<file path="src/rtl/nib_pkg.sv">
package nib_pkg;
  localparam int unsigned NIB_W  = 4;
  localparam int unsigned BYTE_W = 2 * NIB_W;

  localparam logic [NIB_W-1:0] OP_ADDR_LO  = 4'h0;
  localparam logic [NIB_W-1:0] OP_ADDR_HI  = 4'h1;
  localparam logic [NIB_W-1:0] OP_DATA_LO  = 4'h2;
  localparam logic [NIB_W-1:0] OP_DATA_WR  = 4'h3;
  localparam logic [NIB_W-1:0] OP_READ     = 4'h4;
  localparam logic [NIB_W-1:0] OP_READ_INC = 4'h5;
endpackage

</file>
<file path="src/rtl/nib_cmd_parse.sv">
module nib_cmd_parse
  import nib_pkg::*;
(
  input  logic              clk_i,
  input  logic              rst_ni,
  input  logic              cmd_valid_i,
  input  logic [BYTE_W-1:0] cmd_data_i,
  input  logic              busy_i,
  output logic              cmd_ready_o,
  output logic [BYTE_W-1:0] addr_o,
  output logic              wr_en_o,
  output logic [BYTE_W-1:0] wr_data_o,
  output logic              rd_req_o
);
  logic [NIB_W-1:0]  op, nib, lo_q;
  logic [BYTE_W-1:0] addr_q;
  logic              accept, legal;

  assign op          = cmd_data_i[BYTE_W-1:NIB_W];
  assign nib         = cmd_data_i[NIB_W-1:0];
  assign cmd_ready_o = ~busy_i;
  assign accept      = cmd_valid_i & ~busy_i;
  assign legal       = (op <= OP_READ_INC);

  always_comb begin
    wr_en_o   = accept && (op == OP_DATA_WR);
    wr_data_o = {nib, lo_q};
    rd_req_o  = accept && ((op == OP_READ) || (op == OP_READ_INC));
  end
  assign addr_o = addr_q;

  always_ff @(posedge clk_i or negedge rst_ni) begin
    if (!rst_ni) begin
      addr_q <= '0;
      lo_q   <= '0;
    end else if (accept) begin
      case (op)
        OP_ADDR_LO:  addr_q[NIB_W-1:0]      <= nib;
        OP_ADDR_HI:  addr_q[BYTE_W-1:NIB_W] <= nib;
        OP_DATA_LO:  lo_q                   <= nib;
        OP_READ_INC: addr_q                 <= addr_q + 1'b1;
        default: ;
      endcase
    end
  end

  assert_inc_R6: assert property (@(posedge clk_i) disable iff (!rst_ni)
    (accept && op == OP_READ_INC) |=> (addr_o == $past(addr_o) + 8'd1));

  assert_write_keeps_addr_R4: assert property (@(posedge clk_i) disable iff (!rst_ni)
    wr_en_o |=> $stable(addr_o));

  assert_ignore_R11: assert property (@(posedge clk_i) disable iff (!rst_ni)
    (accept && !legal) |=> $stable(addr_o) && $stable(lo_q));

  assert_ignore_nowrite_R11: assert property (@(posedge clk_i) disable iff (!rst_ni)
    (accept && !legal) |-> !wr_en_o && !rd_req_o);

  assert_busy_hold_R10: assert property (@(posedge clk_i) disable iff (!rst_ni)
    busy_i |=> $stable(addr_o) && $stable(lo_q));
endmodule

</file>
<file path="src/rtl/nib_rsp_unit.sv">
module nib_rsp_unit
  import nib_pkg::*;
#(
  parameter logic [BYTE_W-1:0] ID_ADDR      = 8'h00,
  parameter logic [BYTE_W-1:0] ID_VALUE     = 8'hA6,
  parameter logic [BYTE_W-1:0] SCRATCH_ADDR = 8'h0F
) (
  input  logic              clk_i,
  input  logic              rst_ni,
  input  logic [BYTE_W-1:0] addr_i,
  input  logic              wr_en_i,
  input  logic [BYTE_W-1:0] wr_data_i,
  input  logic              rd_req_i,
  input  logic [BYTE_W-1:0] ext_rd_data_i,
  input  logic              rsp_ready_i,
  output logic              rsp_valid_o,
  output logic [BYTE_W-1:0] rsp_data_o
);
  logic [BYTE_W-1:0] scratch_q, rd_mux;

  always_comb begin
    if (addr_i == ID_ADDR)           rd_mux = ID_VALUE;
    else if (addr_i == SCRATCH_ADDR) rd_mux = scratch_q;
    else                             rd_mux = ext_rd_data_i;
  end

  always_ff @(posedge clk_i or negedge rst_ni) begin
    if (!rst_ni) scratch_q <= '0;
    else if (wr_en_i && addr_i == SCRATCH_ADDR) scratch_q <= wr_data_i;
  end

  always_ff @(posedge clk_i or negedge rst_ni) begin
    if (!rst_ni) begin
      rsp_valid_o <= 1'b0;
      rsp_data_o  <= '0;
    end else if (rd_req_i) begin
      rsp_valid_o <= 1'b1;
      rsp_data_o  <= rd_mux;
    end else if (rsp_ready_i) begin
      rsp_valid_o <= 1'b0;
    end
  end

  assert_rsp_after_read_R5: assert property (@(posedge clk_i) disable iff (!rst_ni)
    rd_req_i |=> rsp_valid_o);

  assert_hold_R10: assert property (@(posedge clk_i) disable iff (!rst_ni)
    (rsp_valid_o && !rsp_ready_i) |=> rsp_valid_o && $stable(rsp_data_o));

  assert_no_read_when_pending_R10: assert property (@(posedge clk_i) disable iff (!rst_ni)
    rsp_valid_o |-> !rd_req_i);

  assert_id_value_R7: assert property (@(posedge clk_i) disable iff (!rst_ni)
    (rd_req_i && addr_i == ID_ADDR) |=> rsp_data_o == ID_VALUE);
endmodule

</file>
<file path="src/rtl/nib_reg_decoder.sv">
module nib_reg_decoder
  import nib_pkg::*;
#(
  parameter logic [7:0] ID_ADDR      = 8'h00,
  parameter logic [7:0] ID_VALUE     = 8'hA6,
  parameter logic [7:0] SCRATCH_ADDR = 8'h0F
) (
  input  logic       clk_i,
  input  logic       rst_ni,
  input  logic       cmd_valid_i,
  input  logic [7:0] cmd_data_i,
  output logic       cmd_ready_o,
  output logic       rsp_valid_o,
  output logic [7:0] rsp_data_o,
  input  logic       rsp_ready_i,
  output logic       wr_en_o,
  output logic [7:0] wr_addr_o,
  output logic [7:0] wr_data_o,
  output logic [7:0] rd_addr_o,
  input  logic [7:0] rd_data_i
);
  logic [BYTE_W-1:0] addr;
  logic              rd_req;

  nib_cmd_parse u_parse (
    .clk_i       (clk_i),
    .rst_ni      (rst_ni),
    .cmd_valid_i (cmd_valid_i),
    .cmd_data_i  (cmd_data_i),
    .busy_i      (rsp_valid_o),
    .cmd_ready_o (cmd_ready_o),
    .addr_o      (addr),
    .wr_en_o     (wr_en_o),
    .wr_data_o   (wr_data_o),
    .rd_req_o    (rd_req)
  );

  nib_rsp_unit #(
    .ID_ADDR      (ID_ADDR),
    .ID_VALUE     (ID_VALUE),
    .SCRATCH_ADDR (SCRATCH_ADDR)
  ) u_rsp (
    .clk_i         (clk_i),
    .rst_ni        (rst_ni),
    .addr_i        (addr),
    .wr_en_i       (wr_en_o),
    .wr_data_i     (wr_data_o),
    .rd_req_i      (rd_req),
    .ext_rd_data_i (rd_data_i),
    .rsp_ready_i   (rsp_ready_i),
    .rsp_valid_o   (rsp_valid_o),
    .rsp_data_o    (rsp_data_o)
  );

  assign wr_addr_o = addr;
  assign rd_addr_o = addr;

  assert_ready_R10: assert property (@(posedge clk_i) disable iff (!rst_ni)
    rsp_valid_o |-> !cmd_ready_o);
endmodule

</file>
<file path="config.mk">
export PLATFORM = sky130hd
export DESIGN_NAME = nib_reg_decoder
export DESIGN_NICKNAME = d
export VERILOG_FILES = /design/src/rtl/nib_pkg.sv /design/src/rtl/nib_cmd_parse.sv /design/src/rtl/nib_rsp_unit.sv /design/src/rtl/nib_reg_decoder.sv
export SDC_FILE = /design/constraint.sdc
export NUM_CORES = 1
export LEC_CHECK = 0
export ABC_CLOCK_PERIOD_IN_PS = 1800
export BUFFER_PORTS_ARGS = -buffer_cell sky130_fd_sc_hd__buf_4
export CORE_UTILIZATION = 45
export CTS_CLUSTER_DIAMETER = 120
export DETAILED_ROUTE_END_ITERATION = 6
export PLACE_DENSITY = 0.79
export SLEW_MARGIN = 30
export SYNTH_ARGS = -nofsm -noshare
export SYNTH_HDL_FRONTEND = slang
export SYNTH_HIERARCHICAL = 1
export SYNTH_SLANG_ARGS = --single-unit
</file>
<file path="constraint.sdc">
create_clock -name clk_i -period 1.8 [get_ports clk_i]
set_input_delay 0.54 -clock clk_i [delete_from_list [all_inputs] [get_ports clk_i]]
set_output_delay 0.54 -clock clk_i [all_outputs]
set_load 0.05 [all_outputs]
</file>
; ---- Word-level counts from Yosys, hierarchy flattened
; Cells that the tools add are included.
; W data, S select, Z words.
[totals]
reg_bits = 29
in_bits = 20
out_inout_bits = 35
word_cells = 33
[classes]
add_sub_neg = 1
n_eq_ne = 6
muxes = 6
n_bitwise = 2
n_reduce_logical = 12
[ops]
columns = operator, n
row1 = $mux W8, 2
row2 = $pmux W4 S2, 2
row3 = $add A8 B1 Y8 const B, 1
row4 = $eq A4 B2 Y1 const B, 2
row5 = $eq A4 B3 Y1 const B, 2
row6 = $eq A8 B4 Y1 const B, 1
row7 = $logic_not A8 Y1, 1
row8 = $reduce_and A2 Y1, 3
row9 = $reduce_bool A2 Y1, 3
row10 = $eq A4 B1 Y1 const B, 1
row11 = $logic_not A4 Y1, 1
row12 = $logic_and A1 B1 Y1, 3
row13 = $mux W1, 2
row14 = $and A1 B1 Y1, 1
row15 = $logic_or A1 B1 Y1, 1
row16 = $not A1 Y1, 1

; ---- Depth between registers and ports, before layout
; Gate-level depths: netlist (run 1).
[depth]
ltp_word = 4
depth_mapped = 6
depth_no_buf = 5

; ---- Modules after synthesis
; The synthesis (run 1) kept the hierarchy.
[by_module_without_submodules]
columns = module, instances, cells_each, area_per_inst_um2, seq_area_each_um2
row1 = nib_rsp_unit, 1, 59, 793.3, 425.4
row2 = nib_cmd_parse, 1, 77, 785.8, 300.3
row3 = nib_reg_decoder, 1, 8, 60.1, 0.0

; ---- Least setup slack after synthesis (run 1)
; OpenSTA, ideal clock, no wires.
[synth_path]
path_type = reg-to-reg
start = register u_rsp.rsp_valid_o
end = register u_rsp.scratch_q[0]
setup_ns = 0.125
t_arrival_ns = 2.024
required_ns = 1.675
slack_ns = -0.349
path_stages_with_launch = 6
n_path_buf = 0
period_less_slack_ns = 2.149
path_cell_list = dfrtp_1 or3b_4 nor2_4 and3_2 nand2_8 mux2_4
[synth_via]
elab_chain_cells = 4
[synth_rtl]
columns = element, line_no
row1 = from (decl), nib_rsp_unit.sv:16  ; output logic rsp_valid_o,
row2 = from (signal assigned), nib_rsp_unit.sv:34  ; rsp_valid_o <= 1'b0;
row3 = from (signal assigned), nib_rsp_unit.sv:37  ; rsp_valid_o <= 1'b1;
row4 = from (signal assigned), nib_rsp_unit.sv:40  ; rsp_valid_o <= 1'b0;
row5 = $not A1 Y1, nib_cmd_parse.sv:22  ; assign accept = cmd_valid_i & ~busy_i;
row6 = $and A1 B1 Y1, nib_cmd_parse.sv:22
row7 = $logic_and A1 B1 Y1, nib_cmd_parse.sv:26  ; wr_en_o = accept && (op == OP_DATA_WR);
row8 = named net wr_en_o, nib_reg_decoder.sv:16  ; output logic wr_en_o,
row9 = $logic_and A1 B1 Y1, nib_rsp_unit.sv:29  ; else if (wr_en_i && addr_i == SCRATCH_ADDR) scratch_q <= wr_data_i;
row10 = to (signal assigned), nib_rsp_unit.sv:29
row11 = to (decl), nib_rsp_unit.sv:19  ; logic [BYTE_W-1:0] scratch_q, rd_mux;
; The timed path passes the listed nets, and every way through them passes these cells.
; A chain may end at the register's enable or synchronous reset.

; ---- Worst setup path in the final report (run 1)
[layout_path]
start = register u_rsp.rsp_valid_o
end = output wr_en_o
[layout_via]
elab_chain_cells = 3
[layout_rtl]
columns = element, line_no
row1 = $not A1 Y1, nib_cmd_parse.sv:22
row2 = $and A1 B1 Y1, nib_cmd_parse.sv:22
row3 = $logic_and A1 B1 Y1, nib_cmd_parse.sv:26
row4 = to (decl), nib_reg_decoder.sv:16
; No other way between the ends.

==> results of run 1 <==
## cell type report
cell class              instances  area, µm²  share of cell area
multi-input cells              93      770.7              0.3500
repair buffers                 71      565.5              0.2568
clock inverters                 3      17.52            0.007955
well taps                      46      57.56             0.02614
clock buffers                   5      37.54             0.01705
inverters                       6      22.52             0.01023
flip-flops and latches         29      730.7              0.3318
## registers in the layout, summed over array words and instances (netlist names)
| name | count |
|---|---|
| u_rsp/scratch_q | 8 |
| u_rsp/rsp_data_o | 8 |
| u_parse/addr_o | 8 |
| u_rsp/rsp_valid_o | 1 |
| u_parse/lo_q | 4 |
## routing by layer
metal,global-route usage,part of all wire
met1,0.2565,0.43
met4,0.05233,0.0060
met3,0.05699,0.064
met2,0.3709,0.50
met5,0,0
## Yosys cell counts, drive strengths merged
| library cell | n | area (µm²) |
|---|---|---|
| nand3 | 4 | 20.02 |
| buf | 15 | 120.1 |
| and2 | 2 | 12.51 |
| nor3 | 1 | 16.27 |
| nor2 | 7 | 50.05 |
| dfrtp | 29 | 725.7 |
| ha | 1 | 12.51 |
| a21oi | 14 | 73.82 |
| and3 | 1 | 7.510 |
| nor4b | 1 | 15.01 |
| a2bb2oi | 2 | 17.52 |
| o22ai | 6 | 37.54 |
| nand4 | 4 | 25.02 |
| a31oi | 1 | 6.260 |
| or3b | 1 | 11.26 |
| nand3b | 1 | 20.02 |
| xor2 | 1 | 8.760 |
| clkbuf | 1 | 3.750 |
| a21o | 1 | 7.510 |
| nand2 | 9 | 50.05 |
| or4 | 2 | 18.77 |
| mux2i | 9 | 90.09 |
| a22o | 1 | 8.760 |
| inv | 6 | 22.52 |
| o21ai | 6 | 30.03 |
| mux2 | 12 | 180.2 |
| nand2b | 2 | 12.51 |
| and4 | 1 | 8.760 |
| and4bb | 1 | 12.51 |
| o21a | 1 | 7.510 |
| or2 | 1 | 6.260 |
## kinds of logic after synthesis
group,count (synthesis),share of synthesized area
xor gates and xnor gates,1,0.005344
muxes,21,0.1649
and+or+nand+nor,38,0.1748
adders and majority gates,1,0.007632
AOI/OAI and AO/OA,32,0.1153
DFF,29,0.4428
buffers and inverters,22,0.08931
## critical path, cell delays in order (launching register included)
cell and delay [ns]:
dfrtp_2 0.42, or3b_4 0.39, nor2_4 0.10, and3_4 0.20, buf_8 0.14
## worst paths after layout
kind | start | end | slack (ns) | cells past startpoint
max | u_rsp/rsp_valid_o | wr_en_o | -0.32 | 4
min | rst_ni | u_rsp/scratch_q[4] | 0.12 | 1
max reg2reg | u_rsp/rsp_valid_o | u_rsp/scratch_q[0] | 0.06 | 6
min reg2reg | u_rsp/scratch_q[1] | u_rsp/scratch_q[1] | 0.52 | 1
max in group asynchronous | rst_ni | u_parse/addr_o[4] | 1.38 | 1
min in group clk_i | rd_data_i[0] | u_rsp/rsp_data_o[0] | 0.48 | 3
## where the power goes
part	switching (µW)	internal [µW]	leakage [µW]
Clock	241	147	0.0000310
Sequential	91.6	768	0.000354
Combinational	893	426	0.000695
Total	1230	1340	0.00108
## through the flow
stage          setup WS (ns)  cells
2_1_floorplan        -0.1357    144
3_3_place_gp         -0.2434    244
3_5_place_dp         -0.2832    244
4_1_cts              -0.3260    253
5_1_grt              -0.3713    253
6_report             -0.3165    253
## placed cells by master (no fill, tap or decap), drive strengths merged, types with 2 or more instances in the layout
cell type	synthesis	routed
o21ai	6	6
clkinv	0	2
mux2i	9	9
dfrtp	29	29
nand2b	2	2
inv	6	6
nor2	7	7
buf	15	71
a21oi	14	14
nand4	4	4
or4	2	2
nand2	9	9
nand3	4	4
clkbuf	1	5
mux2	12	12
and2	2	2
a2bb2oi	2	2
o22ai	6	6
## timing repair
| action | CTS | global route |
|---|---|---|
| setup endpoints to repair | 1 | 13 |
| setup buffers | 1 | 1 |
| pin swaps | 0 | 0 |
| gates cloned | 0 | 0 |
| resized for setup | 3 | 1 |
==> out/metrics.csv, run 1 <==
stage,metric,value,unit
cells_and_area,postLayoutCellArea,0.002202,mm²
cells_and_area,syn_to_final_growth,34.35,%
worst_setup_path,end_kind,output pin,
logic_synthesis,yosys_register_bits,29,
job,max_cap_violations,0,
logic_synthesis,yosysSeqAreaShare,0.4427,
placement,hpwl,2.925,mm
routing,routed_wirelength,3.851,mm
floorplanning,pin_count,55,
logic_synthesis,avgSynthCellArea,11.38,µm²
sta,drv_slew,0,
placement,io_buffers,54,
sta,finClkSkew,0.005479,ns
floorplanning,die_h,62.35,µm
sta,finalCriticalPeriod,2.117,ns
routing,wl_per_cell,15.22,µm
power,max-vdd-ir-drop,0.0006013,V
logic_synthesis,synth_cells,144,
logic_synthesis,synth_warnings,6,
cells_and_area,drive_above_1_share,0.5072,
sta,timing.final.crit_share,1.176,
clocking,cts_tree,yes,
sta,tightestPinTransition,0.3796,ns
routing,ant_nets,0,
clocking,cts_hold_buf,0,
floorplanning,initial_core_util,0.4799,
sta,max_freq,0.4725,GHz
cells_and_area,fin_nets,227,
global_route,grt_pass1_wl,6.417,mm
cells_and_area,utilization,0.6447,
worst_hold_path,min_path_type,in -> async,
sta,slew_headroom,0.7469,
power,power.leakage,0.001080,µW
power,fin_total_pwr,2567,µW
routing,drc_errors,0,
worst_setup_path,critical_path_class,reg -> out,
global_route,grt_pass1_vias,1346,
worst_setup_path,critPathLaunchType,flip-flop,
sta,worst_slack,-0.3165,ns
placement,gp_congestion,0.8036,
worst_setup_path,cp_max_fo,2,
floorplanning,rows,21,
outcome,status,"finished, violations left",
clocking,clockBufferDepth,2,
logic_synthesis,syn_nets,165,
clocking,cts_buffers,5,
sta,hold_viol,0,
cells_and_area,diodes,0,
sta,setup_viol,1,
logic_synthesis,syn_area,0.001639,mm²
outcome,violations,negative setup slack,
clocking,clk_latency,0.33,ns
clocking,cts.clk_slew.worst_paths,0.10,ns
routing,drtIter0Drc,57,
global_route,grt_use_total,0.2115,
sta,fin_setup_tns,-0.3165,ns
placement,post_dp_cell_area,0.002132,mm²
global_route,gr-total-overflow,0,
sta,rsz0062_at_grt,true,
worst_setup_path,crit_required,1.26,ns
floorplanning,die_area,0.003888,mm²
worst_setup_path,arrival,1.58,ns
global_route,grt_max_degree,30,
routing,first_pass_iters,4,
global_route,antenna_found_initial,0,
sta,fin_hold_ws,0.1213,ns
floorplanning,die_w,62.35,µm
clocking,htree_levels,2,
clocking,cts_root_buf,clkbuf_4,
clocking,cts_sinks,29,
power,power_density,1165,mW/mm²
logic_synthesis,synthDistinctLibCells,37,
floorplanning,core_area,0.003416,mm²
routing,routed-via-count,1337,
cells_and_area,nFillCells,281,
routing,avgViaCountPerCell,5.285,
No activity file was read; power rests on OpenSTA's default activity.
==> run 2: changes to the inputs <==
--- a/config.mk
+++ b/config.mk
@@ -6,11 +6,12 @@
 export NUM_CORES = 1
 export LEC_CHECK = 0
 export ABC_CLOCK_PERIOD_IN_PS = 1800
-export BUFFER_PORTS_ARGS = -buffer_cell sky130_fd_sc_hd__buf_4
+export BUFFER_PORTS_ARGS = -buffer_cell sky130_fd_sc_hd__buf_2
 export CORE_UTILIZATION = 45
 export CTS_CLUSTER_DIAMETER = 120
 export DETAILED_ROUTE_END_ITERATION = 6
 export PLACE_DENSITY = 0.79
+export REMOVE_ABC_BUFFERS = 1
 export SLEW_MARGIN = 30
 export SYNTH_ARGS = -nofsm -noshare
 export SYNTH_HDL_FRONTEND = slang
==> run 2 against run 1 <==
Net effect: the run still ends with negative setup slack left; sequential power shrank 2.6%; combinational power shrank 5%; flip-flop and latch count is the same; via count grew 1.0%; non-clock buffer count grew 6; hold slack gained 0.10 ns; wire length shrank 7.6%; critical path depth is the same; setup slack gained 0.014 ns; register-to-register slack is essentially flat; largest cell class unchanged.
==> out/metrics.csv, run 2 (synthesis gave the netlist of run 1 again) <==
stage,metric,value,unit,change
placement,post_dp_cell_area,0.002041,mm²,was 0.002132 mm²
sta,timing.final.crit_share,1.168,,was 1.176
floorplanning,rows,21,,unchanged
routing,first_pass_iters,4,,unchanged
power,power_density,1275,mW/mm²,was 1165 mW/mm²
global_route,grt_use_total,0.1986,,was 0.2115
routing,routed-via-count,1351,,was 1337
global_route,grt_max_degree,30,,unchanged
global_route,antenna_found_initial,0,,unchanged
clocking,cts_setup_buffers,0,,was 1
sta,hold_viol,0,,unchanged
sta,finClkSkew,0.008875,ns,was 0.005479 ns
worst_setup_path,critPathLaunchType,flip-flop,,unchanged
sta,setup_viol,1,,unchanged
clocking,cts.clk_slew.worst_paths,0.10,ns,about the same
sta,drv_slew,0,,unchanged
cells_and_area,utilization,0.6315,,was 0.6447
power,max-vdd-ir-drop,0.0007969,V,was 0.0006013 V
sta,finalCriticalPeriod,2.103,ns,was 2.117 ns
cells_and_area,drive_above_1_share,0.5023,,was 0.5072
floorplanning,core_area,0.003416,mm²,unchanged
sta,rsz0062_at_grt,true,,unchanged
job,max_cap_violations,0,,unchanged
routing,avgViaCountPerCell,5.216,,was 5.285
worst_hold_path,min_path_type,in -> async,,unchanged
floorplanning,initial_core_util,0.4799,,unchanged
cells_and_area,mostFrequentLayoutCells,"buf_2, dfrtp_1, buf_4, a21oi_1, mux2_4",,"was buf_4, dfrtp_1, a21oi_1, mux2_4, mux2i_1"
sta,slew_headroom,0.5687,,was 0.7469
clocking,cts_hold_buf,0,,unchanged
outcome,violations,negative setup slack,,unchanged
floorplanning,pin_count,55,,unchanged
floorplanning,die_area,0.003888,mm²,unchanged
worst_setup_path,critical_path_class,reg -> out,,unchanged
routing,wl_per_cell,13.74,µm,was 15.22 µm
floorplanning,die_h,62.35,µm,unchanged
outcome,status,"finished, violations left",,unchanged
routing,routed_wirelength,3.559,mm,was 3.851 mm
clocking,clockBufferDepth,2,,unchanged
routing,ant_nets,0,,unchanged
worst_setup_path,cp_max_fo,2,,unchanged
global_route,gr-total-overflow,0,,unchanged
floorplanning,die_w,62.35,µm,unchanged
sta,worst_slack,-0.3027,ns,was -0.3165 ns
cells_and_area,postLayoutCellArea,0.002157,mm²,was 0.002202 mm²
global_route,grt_pass1_vias,1260,,was 1346
cells_and_area,final_common_cell,buf_2,,was buf_4
placement,gp_congestion,0.8280,,was 0.8036
routing,drtIter0Drc,35,,was 57
worst_setup_path,crit_required,1.26,ns,about the same
clocking,htree_levels,2,,unchanged
cells_and_area,diodes,0,,unchanged
placement,io_buffers,54,,unchanged
clocking,cts_buffers,5,,unchanged
global_route,grt_pass1_wl,5.823,mm,was 6.417 mm
placement,hpwl,2.603,mm,was 2.925 mm
sta,max_freq,0.4756,GHz,was 0.4725 GHz
clocking,cts_tree,yes,,unchanged
worst_setup_path,arrival,1.56,ns,was 1.58 ns
clocking,clk_latency,0.33,ns,about the same
worst_setup_path,end_kind,output pin,,unchanged
clocking,cts_sinks,29,,unchanged
sta,tightestPinTransition,0.6469,ns,was 0.3796 ns
routing,drc_errors,0,,unchanged
cells_and_area,fin_nets,233,,was 227
cells_and_area,syn_to_final_growth,31.60,%,was 34.35%
clocking,cts_root_buf,clkbuf_4,,unchanged
power,power.leakage,0.001092,µW,was 0.001080 µW
-- run 2: cell type report --
cell class                      count  area, µm²
Multi-Input combinational cell     93      770.7
Clock buffer                        5      37.54
Tap cell                           46      57.56
Timing Repair Buffer               77      478.0
Clock inverter                      3      65.06
Sequential cell                    29      725.7
Inverter                            6      22.52
Fill cell                         290       1259
-- run 2: what timing repair did --
item | in CTS | in global routing
pin swaps | 0 | 1
resized for setup | 5 | 0
setup endpoints to repair | 5 | 4
-- run 2: per-stage QoR --
stage	setup TNS (ns)	power [µW]	setup slack (ns)	std cells	hold slack (ns)
after floorplan	-7.372	1698	-0.4836	128	0.2444
after global placement	-1.618	2068	-0.3107	251	0.4963
after detailed placement	-2.056	2093	-0.3321	251	0.4955
after CTS	-0.3115	2772	-0.3115	259	0.2229
after global routing	-0.3759	2865	-0.3593	259	0.2511
final	-0.3027	2751	-0.3027	259	0.2228
-- run 2: where the power goes --
group	switching, µW	leakage [µW]	internal (µW)
logic	907	0.000678	338
clock network	238	0.0000552	430
registers	71.9	0.000358	766
-- run 2: worst paths after layout --
check	startpoint	endpoint	slack (ns)	cells after the start
worst min register to register	u_rsp/rsp_data_o[1]	u_rsp/rsp_data_o[1]	0.52	2
max in group asynchronous	rst_ni	u_rsp/rsp_data_o[1]	1.15	1
min in group clk_i	rd_data_i[6]	u_rsp/rsp_data_o[6]	0.48	3
worst max-delay path	u_rsp/rsp_valid_o	wr_en_o	-0.30	4
worst min-delay path	rst_ni	u_parse/addr_o[3]	0.22	1
worst max register to register	u_rsp/rsp_valid_o	u_rsp/scratch_q[1]	0.07	6
-- run 2: layer usage --
layer / track usage / wire length [µm] / vias to the layer above
li1: - / - / 648
met1: 0.2341 / 1585 / 630
met2: 0.3352 / 1667 / 62
met3: 0.06250 / 231 / 11
met4: 0.07849 / 74 / 0
met5: 0 / 0 / -
-- run 2: worst max-delay path, cell delays in order (launching register included) --
cell	delay (ns)
dfrtp_1	0.39
or3b_4	0.39
nor2_4	0.10
and3_4	0.21
buf_8	0.14
